[src/rtl/wdt_pkg.sv]
package wdt_pkg;

  localparam int SFR_AW = 8;
  localparam int SFR_DW = 8;

  localparam logic [SFR_DW-1:0] KEY_OPEN  = 8'h1E;
  localparam logic [SFR_DW-1:0] KEY_CLOSE = 8'hE1;

  typedef enum logic {KEY_IDLE, KEY_HALF} key_state_e;

  // True when a count of the given width sits at its all-ones value.
  function automatic logic at_terminal(input logic [31:0] cnt, input int width);
    return cnt == ((32'h1 << width) - 32'h1);
  endfunction

  // Value loaded into the stretch counter at overflow.
  function automatic int unsigned pulse_load(input logic suppress, input int unsigned len);
    return suppress ? 0 : len;
  endfunction

  // Next key-sequencer state for a write to the key register.
  function automatic key_state_e key_next(input logic [SFR_DW-1:0] data);
    return (data == KEY_OPEN) ? KEY_HALF : KEY_IDLE;
  endfunction

endpackage

[src/rtl/wdt_key_seq.sv]
module wdt_key_seq
  import wdt_pkg::*;
#(
  parameter logic [SFR_AW-1:0] KEY_ADDR = 8'hA6
) (
  input  logic              clk,
  input  logic              rst_ext,
  input  logic              sfr_we,
  input  logic [SFR_AW-1:0] sfr_addr,
  input  logic [SFR_DW-1:0] sfr_wdata,
  output logic              kick,
  output logic              pending
);

  key_state_e state_q;
  logic       key_hit;

  assign key_hit = sfr_we && (sfr_addr == KEY_ADDR);
  assign pending = (state_q == KEY_HALF);
  assign kick    = key_hit && pending && (sfr_wdata == KEY_CLOSE);

  always_ff @(posedge clk or posedge rst_ext) begin
    if (rst_ext)
      state_q <= KEY_IDLE;
    else if (key_hit)
      state_q <= key_next(sfr_wdata);
  end

endmodule

[src/rtl/wdt_cycle_counter.sv]
module wdt_cycle_counter
  import wdt_pkg::*;
#(
  parameter int CNT_W = 14
) (
  input  logic             clk,
  input  logic             rst_ext,
  input  logic             mc_tick,
  input  logic             kick,
  output logic             armed,
  output logic [CNT_W-1:0] count,
  output logic             ovf
);

  logic at_top;

  assign at_top = at_terminal(32'(count), CNT_W);
  // A restart on the same edge wins over the final strobe.
  assign ovf    = armed && mc_tick && at_top && !kick;

  always_ff @(posedge clk or posedge rst_ext) begin
    if (rst_ext) begin
      armed <= 1'b0;
      count <= '0;
    end else if (kick) begin
      armed <= 1'b1;
      count <= '0;
    end else if (ovf) begin
      armed <= 1'b0;
      count <= '0;
    end else if (armed && mc_tick) begin
      count <= count + 1'b1;
    end
  end

endmodule

[src/rtl/wdt_aux_flag.sv]
module wdt_aux_flag
  import wdt_pkg::*;
#(
  parameter logic [SFR_AW-1:0] AUX_ADDR     = 8'h8E,
  parameter int                SUPPRESS_BIT = 3
) (
  input  logic              clk,
  input  logic              rst_ext,
  input  logic              sfr_we,
  input  logic [SFR_AW-1:0] sfr_addr,
  input  logic [SFR_DW-1:0] sfr_wdata,
  output logic              suppress
);

  generate
    if (SUPPRESS_BIT >= 0 && SUPPRESS_BIT < SFR_DW) begin : g_flag
      always_ff @(posedge clk or posedge rst_ext) begin
        if (rst_ext)
          suppress <= 1'b0;
        else if (sfr_we && sfr_addr == AUX_ADDR)
          suppress <= sfr_wdata[SUPPRESS_BIT];
      end
    end else begin : g_none
      assign suppress = 1'b0;
    end
  endgenerate

endmodule

[src/rtl/wdt_pulse_gen.sv]
module wdt_pulse_gen
  import wdt_pkg::*;
#(
  parameter int PULSE_LEN = 98
) (
  input  logic clk,
  input  logic rst_ext,
  input  logic ovf,
  input  logic suppress,
  output logic reset_req,
  output logic drive
);

  localparam int PW = $clog2(PULSE_LEN + 1);

  logic [PW-1:0] remain_q;

  always_ff @(posedge clk or posedge rst_ext) begin
    if (rst_ext) begin
      remain_q  <= '0;
      reset_req <= 1'b0;
    end else begin
      reset_req <= ovf;
      if (ovf)
        remain_q <= PW'(pulse_load(suppress, PULSE_LEN));
      else if (remain_q != '0)
        remain_q <= remain_q - 1'b1;
    end
  end

  assign drive = (remain_q != '0);

endmodule

[src/rtl/mcu_watchdog.sv]
module mcu_watchdog
  import wdt_pkg::*;
#(
  parameter int                CNT_W        = 14,
  parameter int                PULSE_LEN    = 98,
  parameter logic [SFR_AW-1:0] KEY_ADDR     = 8'hA6,
  parameter logic [SFR_AW-1:0] AUX_ADDR     = 8'h8E,
  parameter int                SUPPRESS_BIT = 3
) (
  input  logic              clk,
  input  logic              rst_ext,
  input  logic              mc_tick,
  input  logic              sfr_we,
  input  logic [SFR_AW-1:0] sfr_addr,
  input  logic [SFR_DW-1:0] sfr_wdata,
  output logic              wdt_reset_req,
  output logic              rst_pin_drive
);

  // Internal events, named so the bound checker can see them.
  logic             kick;
  logic             key_pending;
  logic             wd_armed;
  logic [CNT_W-1:0] wd_count;
  logic             wd_ovf;
  logic             suppress;

  wdt_key_seq #(.KEY_ADDR(KEY_ADDR)) u_key (
    .clk       (clk),
    .rst_ext   (rst_ext),
    .sfr_we    (sfr_we),
    .sfr_addr  (sfr_addr),
    .sfr_wdata (sfr_wdata),
    .kick      (kick),
    .pending   (key_pending)
  );

  wdt_cycle_counter #(.CNT_W(CNT_W)) u_cnt (
    .clk     (clk),
    .rst_ext (rst_ext),
    .mc_tick (mc_tick),
    .kick    (kick),
    .armed   (wd_armed),
    .count   (wd_count),
    .ovf     (wd_ovf)
  );

  wdt_aux_flag #(.AUX_ADDR(AUX_ADDR), .SUPPRESS_BIT(SUPPRESS_BIT)) u_aux (
    .clk       (clk),
    .rst_ext   (rst_ext),
    .sfr_we    (sfr_we),
    .sfr_addr  (sfr_addr),
    .sfr_wdata (sfr_wdata),
    .suppress  (suppress)
  );

  wdt_pulse_gen #(.PULSE_LEN(PULSE_LEN)) u_pulse (
    .clk       (clk),
    .rst_ext   (rst_ext),
    .ovf       (wd_ovf),
    .suppress  (suppress),
    .reset_req (wdt_reset_req),
    .drive     (rst_pin_drive)
  );

endmodule

[config.mk]
export PLATFORM = sky130hd
export DESIGN_NAME = mcu_watchdog
export DESIGN_NICKNAME = d
export VERILOG_FILES = /design/src/rtl/wdt_pkg.sv /design/src/rtl/wdt_key_seq.sv /design/src/rtl/wdt_cycle_counter.sv /design/src/rtl/wdt_aux_flag.sv /design/src/rtl/wdt_pulse_gen.sv /design/src/rtl/mcu_watchdog.sv
export SDC_FILE = /design/constraint.sdc
export NUM_CORES = 1
export LEC_CHECK = 0
export CAP_MARGIN = 20
export CELL_PAD_IN_SITES_DETAIL_PLACEMENT = 0
export CELL_PAD_IN_SITES_GLOBAL_PLACEMENT = 2
export CORE_ASPECT_RATIO = 1.5
export CORE_MARGIN = 5
export CORE_UTILIZATION = 35
export CTS_CLUSTER_DIAMETER = 200
export CTS_CLUSTER_SIZE = 24
export DETAILED_ROUTE_END_ITERATION = 12
export MAX_ROUTING_LAYER = met4
export PLACE_DENSITY = 0.93
export SLEW_MARGIN = 30
export SYNTH_ARGS = -nofsm -noshare
export SYNTH_HDL_FRONTEND = slang
export SYNTH_SLANG_ARGS = --single-unit
[constraint.sdc]
create_clock -name clk -period 2.3 [get_ports clk]
set_input_delay 0.46 -clock clk [delete_from_list [all_inputs] [get_ports clk]]
set_output_delay 0.46 -clock clk [all_outputs]
set_load 0.05 [all_outputs]
* After elaboration in Yosys (flattened, before gate mapping)
Index checks and enable logic that the tools add are counted.
** Operators by class
- $add $sub $neg :: 2
- Eq/ne operators :: 5
- Muxes and demuxes :: 9
- Reduce and logical (&&, ||, !) cells :: 12
** Operators with widths (number)
- $mux W14 :: 3
- $eq A8 B8 Y1 const B :: 3
- $mux W7 :: 3
- $add A14 B1 Y14 const B :: 1
- $eq A14 B14 Y1 const B :: 1
- $eq A8 B5 Y1 const B :: 1
- $logic_and A1 B1 Y1 :: 7
- $reduce_bool A7 Y1 :: 1
- $sub A7 B1 Y7 const B :: 1
- $reduce_bool A2 Y1 :: 2
- $mux W1 :: 3
- $reduce_bool A3 Y1 :: 1
- $logic_not A1 Y1 :: 1
** Word-level totals
- Flip-flop bits (word level) :: 25
- Input port bits :: 20
- Output and inout port bits :: 2
- Logic and storage cells :: 34

* Depth between registers and ports, before layout
Gate-level depths: netlist of the first run.
- Depth after elaboration :: 8
- Mapped depth :: 6
- Gate-level depth less buffers :: 5

* By module
A second synthesis of the first run with hierarchy kept.
** Unflattened totals
- Cell total of the unflattened synthesis :: 153
- Area total of the unflattened synthesis :: 1423.9 µm²
** Modules (own cells, without submodules)
- wdt_cycle_counter :: instances 1, cells each 86, area each 805.8 µm²
- wdt_pulse_gen :: instances 1, cells each 47, area each 431.7 µm²
- wdt_key_seq :: instances 1, cells each 14, area each 118.9 µm²
- wdt_aux_flag :: instances 1, cells each 6, area each 67.6 µm²

* Least setup slack after synthesis of the first run
Ideal clock, no wire load.
- Path kind :: register to register
- From :: register u_pulse.remain_q[2]
- To :: register u_pulse.remain_q[1]
- Setup time :: 79 ps
- Arrival time :: 1730 ps
- Data required time :: 2221 ps
- Setup slack :: 490 ps
- Cell stages (with the launch flop) :: 5
- Path buffers :: 0
- Period minus slack after synthesis :: 1810 ps
- Cells stage by stage :: dfrtp_1 -> nor3_2 -> nand3_1 -> mux2_2 -> mux2i_1
** Between the ends
- Cells in the longest elaborated chain, start to end :: 2
** Ends and longest elaborated chain
- start: declaration :: RTL line wdt_pulse_gen.sv:16 : logic [PW-1:0] remain_q;
- start signal: assignment :: RTL line wdt_pulse_gen.sv:25 : remain_q <= PW'(pulse_load(suppress, PULSE_LEN));
- start signal: assignment :: RTL line wdt_pulse_gen.sv:27 : remain_q <= remain_q - 1'b1;
- $reduce_bool A7 Y1
- net rst_pin_drive :: RTL line mcu_watchdog.sv:17 : output logic rst_pin_drive
- $reduce_bool A2 Y1 (no source line)
The timed path passes the listed nets, and every way through them passes these cells.
A chain may end at the register's enable or synchronous reset.

* Worst setup path after layout of the first run
- From :: register u_pulse.remain_q[2]
- To :: output port rst_pin_drive
** Between the ends
- Cells in the longest elaborated chain, start to end :: 1
** Ends and longest elaborated chain
- $reduce_bool A7 Y1 :: RTL line wdt_pulse_gen.sv:31 : assign drive = (remain_q != '0);
- end: declaration :: RTL line mcu_watchdog.sv:17
No other way between the ends.

==> impl_metrics.json, run 1 <==
{
  "status": "finished, final reports clean",
  "syn_area_per_cell_um2": 9.90,
  "vias": 1127,
  "synth_cell_types": 43,
  "insertion_delay_ns": 0.26,
  "syn_nets": 165,
  "synth_seq_cells": 25,
  "final_nets": 192,
  "postCtsHoldBufs": 0,
  "leakage_nw": 0.770,
  "initial_core_util_pct": 36.1,
  "gr-total-overflow": 0,
  "io_pins": 22,
  "clk_path_buf_depth": 2,
  "die_w_um": 61.9,
  "final.setup.tns_ns": 0,
  "seq_area_frac_synth_pct": 44.2,
  "rsz0062_at_grt": "false",
  "die_area_mm2": 0.00544,
  "grt_max_degree": 26,
  "use_met1_pct": 13.4,
  "crit_type": "flop to output port",
  "slew_headroom_pct": 67.3,
  "postSynthCellCount": 143,
  "cts_buffers": 3,
  "yosys.area.top_type_share_pct": 44.2,
  "drv_cap": 0,
  "worstPathMaxFanout": 5,
  "routed_wl_um": 3040,
  "cp-start-kind": "flop",
  "tritoncts": "done",
  "ys_warn_count": 0,
  "drtAntennaViolNets": 0,
  "viasPerCell": 5.27,
  "row_count": 28,
  "whs_ns": 0.496,
  "final_common_cell": "dfrtp_1",
  "synth_edf_count": 0,
  "use_met2_pct": 24.3,
  "final_hold_viol_count": 0,
  "grt_use_total_pct": 13.0,
  "power_uw": 748,
  "h-tree-depth": 1,
  "fmax_mhz": 520,
  "globalplace.congestion": 0.767,
  "ir_drop_uv": 283,
  "coreArea_mm2": 0.00392,
  "finClkSkew_ns": 0.00164,
  "syn_to_final_growth_pct": 22.6,
  "portBuffers": 21,
  "yosys_most_used_dff": "dfrtp_1",
  "setup_viol_count_final": 0,
  "layout_common_cells": "dfrtp_1 (25), clkdlybuf4s50_1 (20), nor3_1 (10)",
  "critPathArrivalTime_ns": 1.46,
  "post_cts_resized": 0,
  "grt_busiest_layer": "met2",
  "power_density_mw_per_mm2": 431,
  "cp.required_ns": 1.84,
  "path_cells": "nor3_2 > nand3_1 > buf_4",
  "end_kind": "output port",
  "drt_iter0_drc": 45,
  "fp.dieH_um": 87.9,
  "dp_hpwl_um": 2420,
  "yosysTopAreaCell": "dfrtp_1",
  "syn_area_mm2": 0.00142,
  "antenna_found_initial": 0,
  "finalCritPeriodShare_pct": 83.6,
  "post_cts_buffers": 0,
  "wire_per_inst_um": 14.2,
  "drv_slew": 0,
  "grt_pass1_vias": 1199,
  "cts_root_buf": "clkbuf_8",
  "drt-pass1-iter-count": 4,
  "synth_area_leaders": "dfrtp_1 (44%), xnor2_1 (5.0%), nor3_1 (3.5%), mux2_2 (3.2%), nand4_1 (3.1%)",
  "n_antenna_cell": 0,
  "fin_util_pct": 44.2,
  "clock-sinks": 25,
  "async_reset_ff_share_pct": 100,
  "max_stage_delay_ns": 0.43,
  "grt_pass1_wl_um": 5260,
  "fin_crit_ns": 1.92,
  "drive_gt1_share_pct": 11.8,
  "hold_class": "flop to flop",
  "max_slew.worst_pin.slew_ns": 0.489,
  "use_met3_pct": 1.33,
  "drc": 0,
  "crit_slowest_cell": "dfrtp_1",
  "path_clk_slew_ns": 0.08
}
==> final cells by class <==
cell class	instances	area, um^2
Timing Repair Buffer	24	230
Clock buffer	4	45.0
Fill cell	396	2190
Multi-Input combinational cell	109	752
Tap cell	45	56.3
Inverter	7	26.3
Sequential cell	25	626
==> metrics by stage <==
step / instance area, um^2 / instances / setup WS, ns
4_1_cts: 1740 / 214 / 0.349
5_1_grt: 1740 / 214 / 0.276
2_1_floorplan: 1420 / 143 / 0.490
3_5_place_dp: 1690 / 210 / 0.154
3_3_place_gp: 1690 / 210 / 0.238
6_report: 1740 / 214 / 0.377
==> final timing paths <==
path,start,to,slack [ns],cells after the start
min reg2reg,u_aux.suppress,u_pulse.remain_q[6],0.50,1
min in group asynchronous,rst_ext,u_pulse.reset_req,0.54,3
max reg2reg,u_cnt.count[0],u_cnt.count[4],0.65,5
max,u_pulse.remain_q[2],rst_pin_drive,0.38,3
min,u_aux.suppress,u_pulse.remain_q[6],0.50,1
max in group asynchronous,rst_ext,u_key.pending,1.52,3
==> routing by layer <==
layer	routed length, um	part of all wire, %
met1	1210	40
met2	1730	57
met3	44	1.4
met4	64	2.1
met5	0	0
==> report_power, final <==
part | switching [mW] | total, mW | internal [mW]
clock | 0.133 | 0.257 | 0.124
sequential | 0.000753 | 0.441 | 0.440
combinational | 0.0167 | 0.0503 | 0.0336
total | 0.150 | 0.748 | 0.597
==> registers in the layout (all words and copies together), names as in the netlist <==
signal and cells:
u_pulse.reset_req 1, u_pulse.remain_q 7, u_cnt.armed 1, u_aux.suppress 1, u_key.pending 1, u_cnt.count 14
==> kinds of logic (layout without fill, tap and decap cells) <==
family          Yosys count  in the layout  synth area share [%]
fa+ha+maj                 2              2                  1.77
buf+inv                   9             35                  2.65
simple gates             70             70                  29.6
compound gates           20             20                  10.3
mux                       7              7                  5.30
flops                    25             25                  44.2
xor+xnor                 10             10                  6.19
==> synth_stat cells (2+ instances only) <==
library cell  instances
a21o_1                3
nand4_1               7
inv_1                 7
nand2_1               9
dfrtp_1              25
xnor2_1               8
nand3_1               8
nor3_1               10
and3_1                2
a31oi_1               2
ha_1                  2
nor2_1                8
xor2_1                2
and2_1                6
or3_1                 3
o21ai_0               4
mux2_2                4
a21oi_1               3
nor2_2                2
nand4b_1              2
mux2i_1               3
and3b_1               2
==> critical path: cells and delay by family (launching register included) <==
family	cells	cell delay [ns]
buffers and inverters	1	0.24
DFF	1	0.43
and+or+nand+nor	2	0.53
Note: power is estimated with default switching activity, not from simulation.
==> run 2, diff against run 1 <==
Settings changed: CORE_UTILIZATION 35 to 33, PLACE_DENSITY 0.93 to 0.89.
Clock period 2.3 ns to 2 ns, I/O delays scaled along.
==> run 2 against run 1 <==
Sequential share of layout area down 0.79 points. Highest routed layer unchanged. Die area up 5.2%. Cell area up 2.2%.
==> impl_metrics.json, run 2 (synthesis results as in run 1) <==
{
  "status": "finished, final reports clean",
  "drt-pass1-iter-count": 4,
  "setup_viol_count_final": 0,
  "fin_crit_ns": 1.83,
  "r2r_start": "u_cnt.count[0]",
  "fin_cells": 216,
  "max_slew.worst_pin.slew_ns": 0.497,
  "cts_root_buf": "clkbuf_8",
  "cp-startpoint": "u_pulse.remain_q[2]",
  "tritoncts": "done",
  "gr-total-overflow": 0,
  "coreArea_mm2": 0.00421,
  "slew_headroom_pct": 66.8,
  "rrSetupSlack_ns": 0.34,
  "end_kind": "output port",
  "rsz0062_at_grt": "false",
  "clk_path_buf_depth": 2,
  "place_area_mm2": 0.00172,
  "final_cell_area_mm2": 0.00177,
  "cp-start-kind": "flop",
  "final_hold_viol_count": 0,
  "routed_wl_um": 3010,
  "drt_iter0_drc": 31,
  "worstPathMaxFanout": 5,
  "h-tree-depth": 1,
  "clock-sinks": 25,
  "antenna_found_initial": 0,
  "reg.largest.list": "u_cnt.count x14, u_pulse.remain_q x7",
  "final_nets": 193,
  "row_count": 29,
  "wire_per_inst_um": 14.0,
  "dp.cells": 212,
  "drc": 0,
  "ir_drop_uv": 317,
  "critPathArrivalTime_ns": 1.43,
  "largest_register_ffs": 14,
  "initial_core_util_pct": 33.6,
  "postCtsHoldBufs": 0,
  "crit_type": "flop to output port",
  "endpoint": "rst_pin_drive",
  "syn_to_final_growth_pct": 25.4,
  "reg2regPathDepth": 5,
  "whs_ns": 0.480,
  "layout_common_cells": "dfrtp_1 (25), clkdlybuf4s50_1 (20), nor3_1 (10)",
  "finalCritPeriodShare_pct": 91.7,
  "grt_pass1_vias": 1239,
  "drtAntennaViolNets": 0,
  "die_area_mm2": 0.00572,
  "hold_class": "input pin to asynchronous set/reset pin",
  "post_cts_buffers": 0,
  "leakage_nw": 0.784,
  "post_cts_resized": 0,
  "drv_slew": 0,
  "grt_pass1_wl_um": 5300,
  "fp.dieH_um": 90.2,
  "insertion_delay_ns": 0.27,
  "globalplace.congestion": 0.833,
  "cp.required_ns": 1.60,
  "drv_cap": 0,
  "power_density_mw_per_mm2": 485,
  "portBuffers": 21,
  "dp_hpwl_um": 2410,
  "r2r-end": "u_cnt.count[9]",
  "nFillCells": 418,
  "grt_use_total_pct": 11.6,
  "cts_buffers": 3,
  "fmax_mhz": 545,
  "viasPerCell": 5.33,
  "final_common_cell": "dfrtp_1",
  "vias": 1151,
  "io_pins": 22,
  "die_w_um": 63.5,
  "drive_gt1_share_pct": 12.9,
  "path_clk_slew_ns": 0.08,
  "n_antenna_cell": 0,
  "grt_max_degree": 26,
  "finClkSkew_ns": 0.00278,
  "largest-register": "u_cnt.count"
}
## run 2: worst min-delay path by stage
stage,startpoint,endpoint,slack (ns),depth (start not counted)
2_1_floorplan,rst_ext,u_aux.suppress,0.43,1
6_report,rst_ext,u_cnt.count[8],0.48,3
3_5_place_dp,u_key.pending,u_key.pending,0.48,2
3_3_place_gp,u_key.pending,u_key.pending,0.48,2
4_1_cts,rst_ext,u_pulse.remain_q[3],0.49,3
5_1_grt,rst_ext,u_pulse.remain_q[3],0.51,3
## run 2: routing by layer
layer / GRT usage [%] / share of wire, %
met5: - / 0
met4: 5.72 / 2.6
met3: 1.50 / 1.4
met2: 21.2 / 56
met1: 11.8 / 40
## run 2: worst max-delay path: stages (launching register included)
cell	delay [ns]
dfrtp_1	0.43
nor3_2	0.33
nand3_2	0.20
buf_12	0.19
## run 2: layout make-up
| class | instances | area [um^2] | area share, % |
|---|---|---|---|
| multi-input cells | 109 | 757 | 42.7 |
| flip-flops and latches | 25 | 626 | 35.3 |
| repair buffers | 25 | 263 | 14.8 |
| well taps | 46 | 57.6 | 3.24 |
| clock buffers | 4 | 45.0 | 2.54 |
| inverters | 7 | 26.3 | 1.48 |
## run 2: metrics by stage
| stage | setup TNS (ns) | setup WS (ns) | total power [mW] | utilization, % |
|---|---|---|---|---|
| after floorplan | 0 | 0.190 | 0.530 | - |
| after global placement | 0 | 0.0175 | 0.577 | 41.0 |
| after detailed placement | -0.119 | -0.0608 | 0.578 | 41.0 |
| after CTS | 0 | 0.0753 | 0.877 | 42.0 |
| after global routing | 0 | 0.0583 | 0.911 | 42.2 |
| final | 0 | 0.165 | 0.860 | 42.2 |
## run 2: report_power, final
group	total, mW	switching (mW)	internal (mW)
Sequential	0.507	0.000904	0.506
Clock	0.294	0.152	0.142
Combinational	0.0595	0.0197	0.0398
Total	0.860	0.172	0.688
==> run 3, diff against run 2 <==
Settings changed: CORE_MARGIN 5 to not set.
==> run 3 against run 2 <==
Register-to-register slack better by 0.02 ns. Highest routed layer unchanged. Via count up 0.52%. Flip-flop and latch count unchanged. Count of clock-buffer cells in the layout down 1. Cell area up 0.63%. Hold slack worse by 0.021 ns. Sequential share of layout area down 0.22 points. Routed wire length down 2.0%. Worst setup slack worse by 0.037 ns. Sequential power about the same. Non-clock buffer count up 1.
==> impl_metrics.json, run 3 (synthesis results as in run 1) <==
{
  "layout_common_cells": "dfrtp_1 (25), clkdlybuf4s50_1 (20), nor3_1 (10)",
  "largest_register_ffs": 14,
  "cts_root_buf": "clkbuf_8",
  "setup_viol_count_final": 0,
  "final_nets": 194,
  "viasPerCell": 5.36,
  "whs_ns": 0.459,
  "routed_wl_um": 2950,
  "hold_class": "input pin to asynchronous set/reset pin",
  "portBuffers": 21,
  "die_area_mm2": 0.00456,
  "dp.cells": 212,
  "grt_max_degree": 26,
  "reg.largest.list": "u_cnt.count x14, u_pulse.remain_q x7",
  "grt_use_total_pct": 15.4,
  "post_cts_buffers": 0,
  "insertion_delay_ns": 0.28,
  "seq_area_um2": 626,
  "nFillCells": 403,
  "status": "finished, final reports clean",
  "cts_buffers": 3,
  "layout_setup_ws_ns": 0.128,
  "fp.dieH_um": 82.2,
  "fin_cells": 216,
  "r2r-end": "u_cnt.count[12]",
  "vias": 1157,
  "ir_drop_uv": 369,
  "rrSetupSlack_ns": 0.36,
  "grt_pass1_vias": 1208,
  "coreArea_mm2": 0.00403,
  "drv_slew": 0,
  "globalplace.congestion": 0.736,
  "drtAntennaViolNets": 0,
  "io_pins": 22,
  "die_w_um": 55.5,
  "clk_path_buf_depth": 2,
  "largest-register": "u_cnt.count",
  "crit_type": "flop to output port",
  "clock-sinks": 25,
  "critPathArrivalTime_ns": 1.47,
  "power_density_mw_per_mm2": 496,
  "syn_to_final_growth_pct": 26.2,
  "row_count": 28,
  "r2r_start": "u_cnt.count[0]",
  "final_common_cell": "dfrtp_1",
  "drc": 0,
  "finClkSkew_ns": 0.0128,
  "finalCritPeriodShare_pct": 93.6,
  "drive_gt1_share_pct": 14.0,
  "drt-pass1-iter-count": 4,
  "cp.required_ns": 1.60,
  "n_antenna_cell": 0,
  "max_slew.worst_pin.slew_ns": 0.486,
  "multiInputGateArea_um2": 757,
  "leakage_nw": 0.791,
  "end_kind": "output port",
  "gr-total-overflow": 0,
  "grt_pass1_wl_um": 5420,
  "wire_per_inst_um": 13.7,
  "dpl_worst_slack_ns": -0.0428,
  "rsz0062_at_grt": "false",
  "path_clk_slew_ns": 0.10,
  "reg2regPathDepth": 5,
  "worstPathMaxFanout": 5,
  "fin_crit_ns": 1.87,
  "dp_hpwl_um": 2350,
  "initial_core_util_pct": 35.1,
  "antenna_found_initial": 0,
  "fmax_mhz": 534,
  "final_hold_viol_count": 0,
  "drv_cap": 0,
  "cp-start-kind": "flop",
  "h-tree-depth": 1,
  "drt_iter0_drc": 31,
  "slew_headroom_pct": 67.5,
  "tritoncts": "done"
}
[run 3: worst max-delay path by stage]
stage                                    from                   to  slack [ns]  cells after the start
after floorplan           u_pulse.remain_q[2]  u_pulse.remain_q[1]        0.19                      4
after global routing      u_pulse.remain_q[2]        rst_pin_drive       0.001                      3
final                     u_pulse.remain_q[2]        rst_pin_drive        0.13                      3
after global placement           sfr_wdata[5]  u_pulse.remain_q[6]        0.01                      5
after CTS                 u_pulse.remain_q[2]        rst_pin_drive        0.05                      3
after detailed placement         sfr_wdata[5]  u_pulse.remain_q[5]       -0.04                      5
[run 3: metal layers]
layer	global-route usage [%]	share of wire [%]	vias up	wire length (um)
met1	16.3	40	555	1180
met5	-	0	-	0
li1	-	-	578	-
met4	4.50	1.4	0	40
met2	30.4	57	19	1670
met3	1.40	2.2	5	64
[run 3: layout make-up]
| type | count | share of cell area (%) |
|---|---|---|
| clock buffers | 3 | 2.31 |
| clock inverters | 1 | 0.491 |
| inverters | 7 | 1.47 |
| multi-input cells | 109 | 42.4 |
| flip-flops and latches | 25 | 35.0 |
| well taps | 45 | 3.15 |
| repair buffers | 26 | 15.1 |
[run 3: repair_timing]
item / 4_1_cts / 5_1_grt
setup endpoints to repair: 0 / 1
hold buffers: 0 / 0
gates resized for setup: 0 / 1
[run 3: where the power goes]
| group | switching [mW] | internal, mW | total [mW] |
|---|---|---|---|
| logic | 0.0193 | 0.0398 | 0.0591 |
| clock network | 0.174 | 0.146 | 0.320 |
| registers | 0.000940 | 0.506 | 0.507 |
| total | 0.194 | 0.692 | 0.886 |
[run 3: stage by stage]
| step | instance area, um^2 | TNS [ns] | util, % | total power [mW] |
|---|---|---|---|---|
| 2_1_floorplan | 1420 | 0 | - | 0.530 |
| 4_1_cts | 1780 | 0 | 44.2 | 0.895 |
| 6_report | 1790 | 0 | 44.3 | 0.886 |
| 3_3_place_gp | 1730 | 0 | 43.0 | 0.576 |
| 3_5_place_dp | 1730 | -0.121 | 43.0 | 0.577 |
| 5_1_grt | 1790 | 0 | 44.3 | 0.920 |
[run 3: critical path, cell delays in order (launching register included)]
cell	delay, ns
dfrtp_1	0.43
nor3_2	0.35
nand3_2	0.21
buf_12	0.20
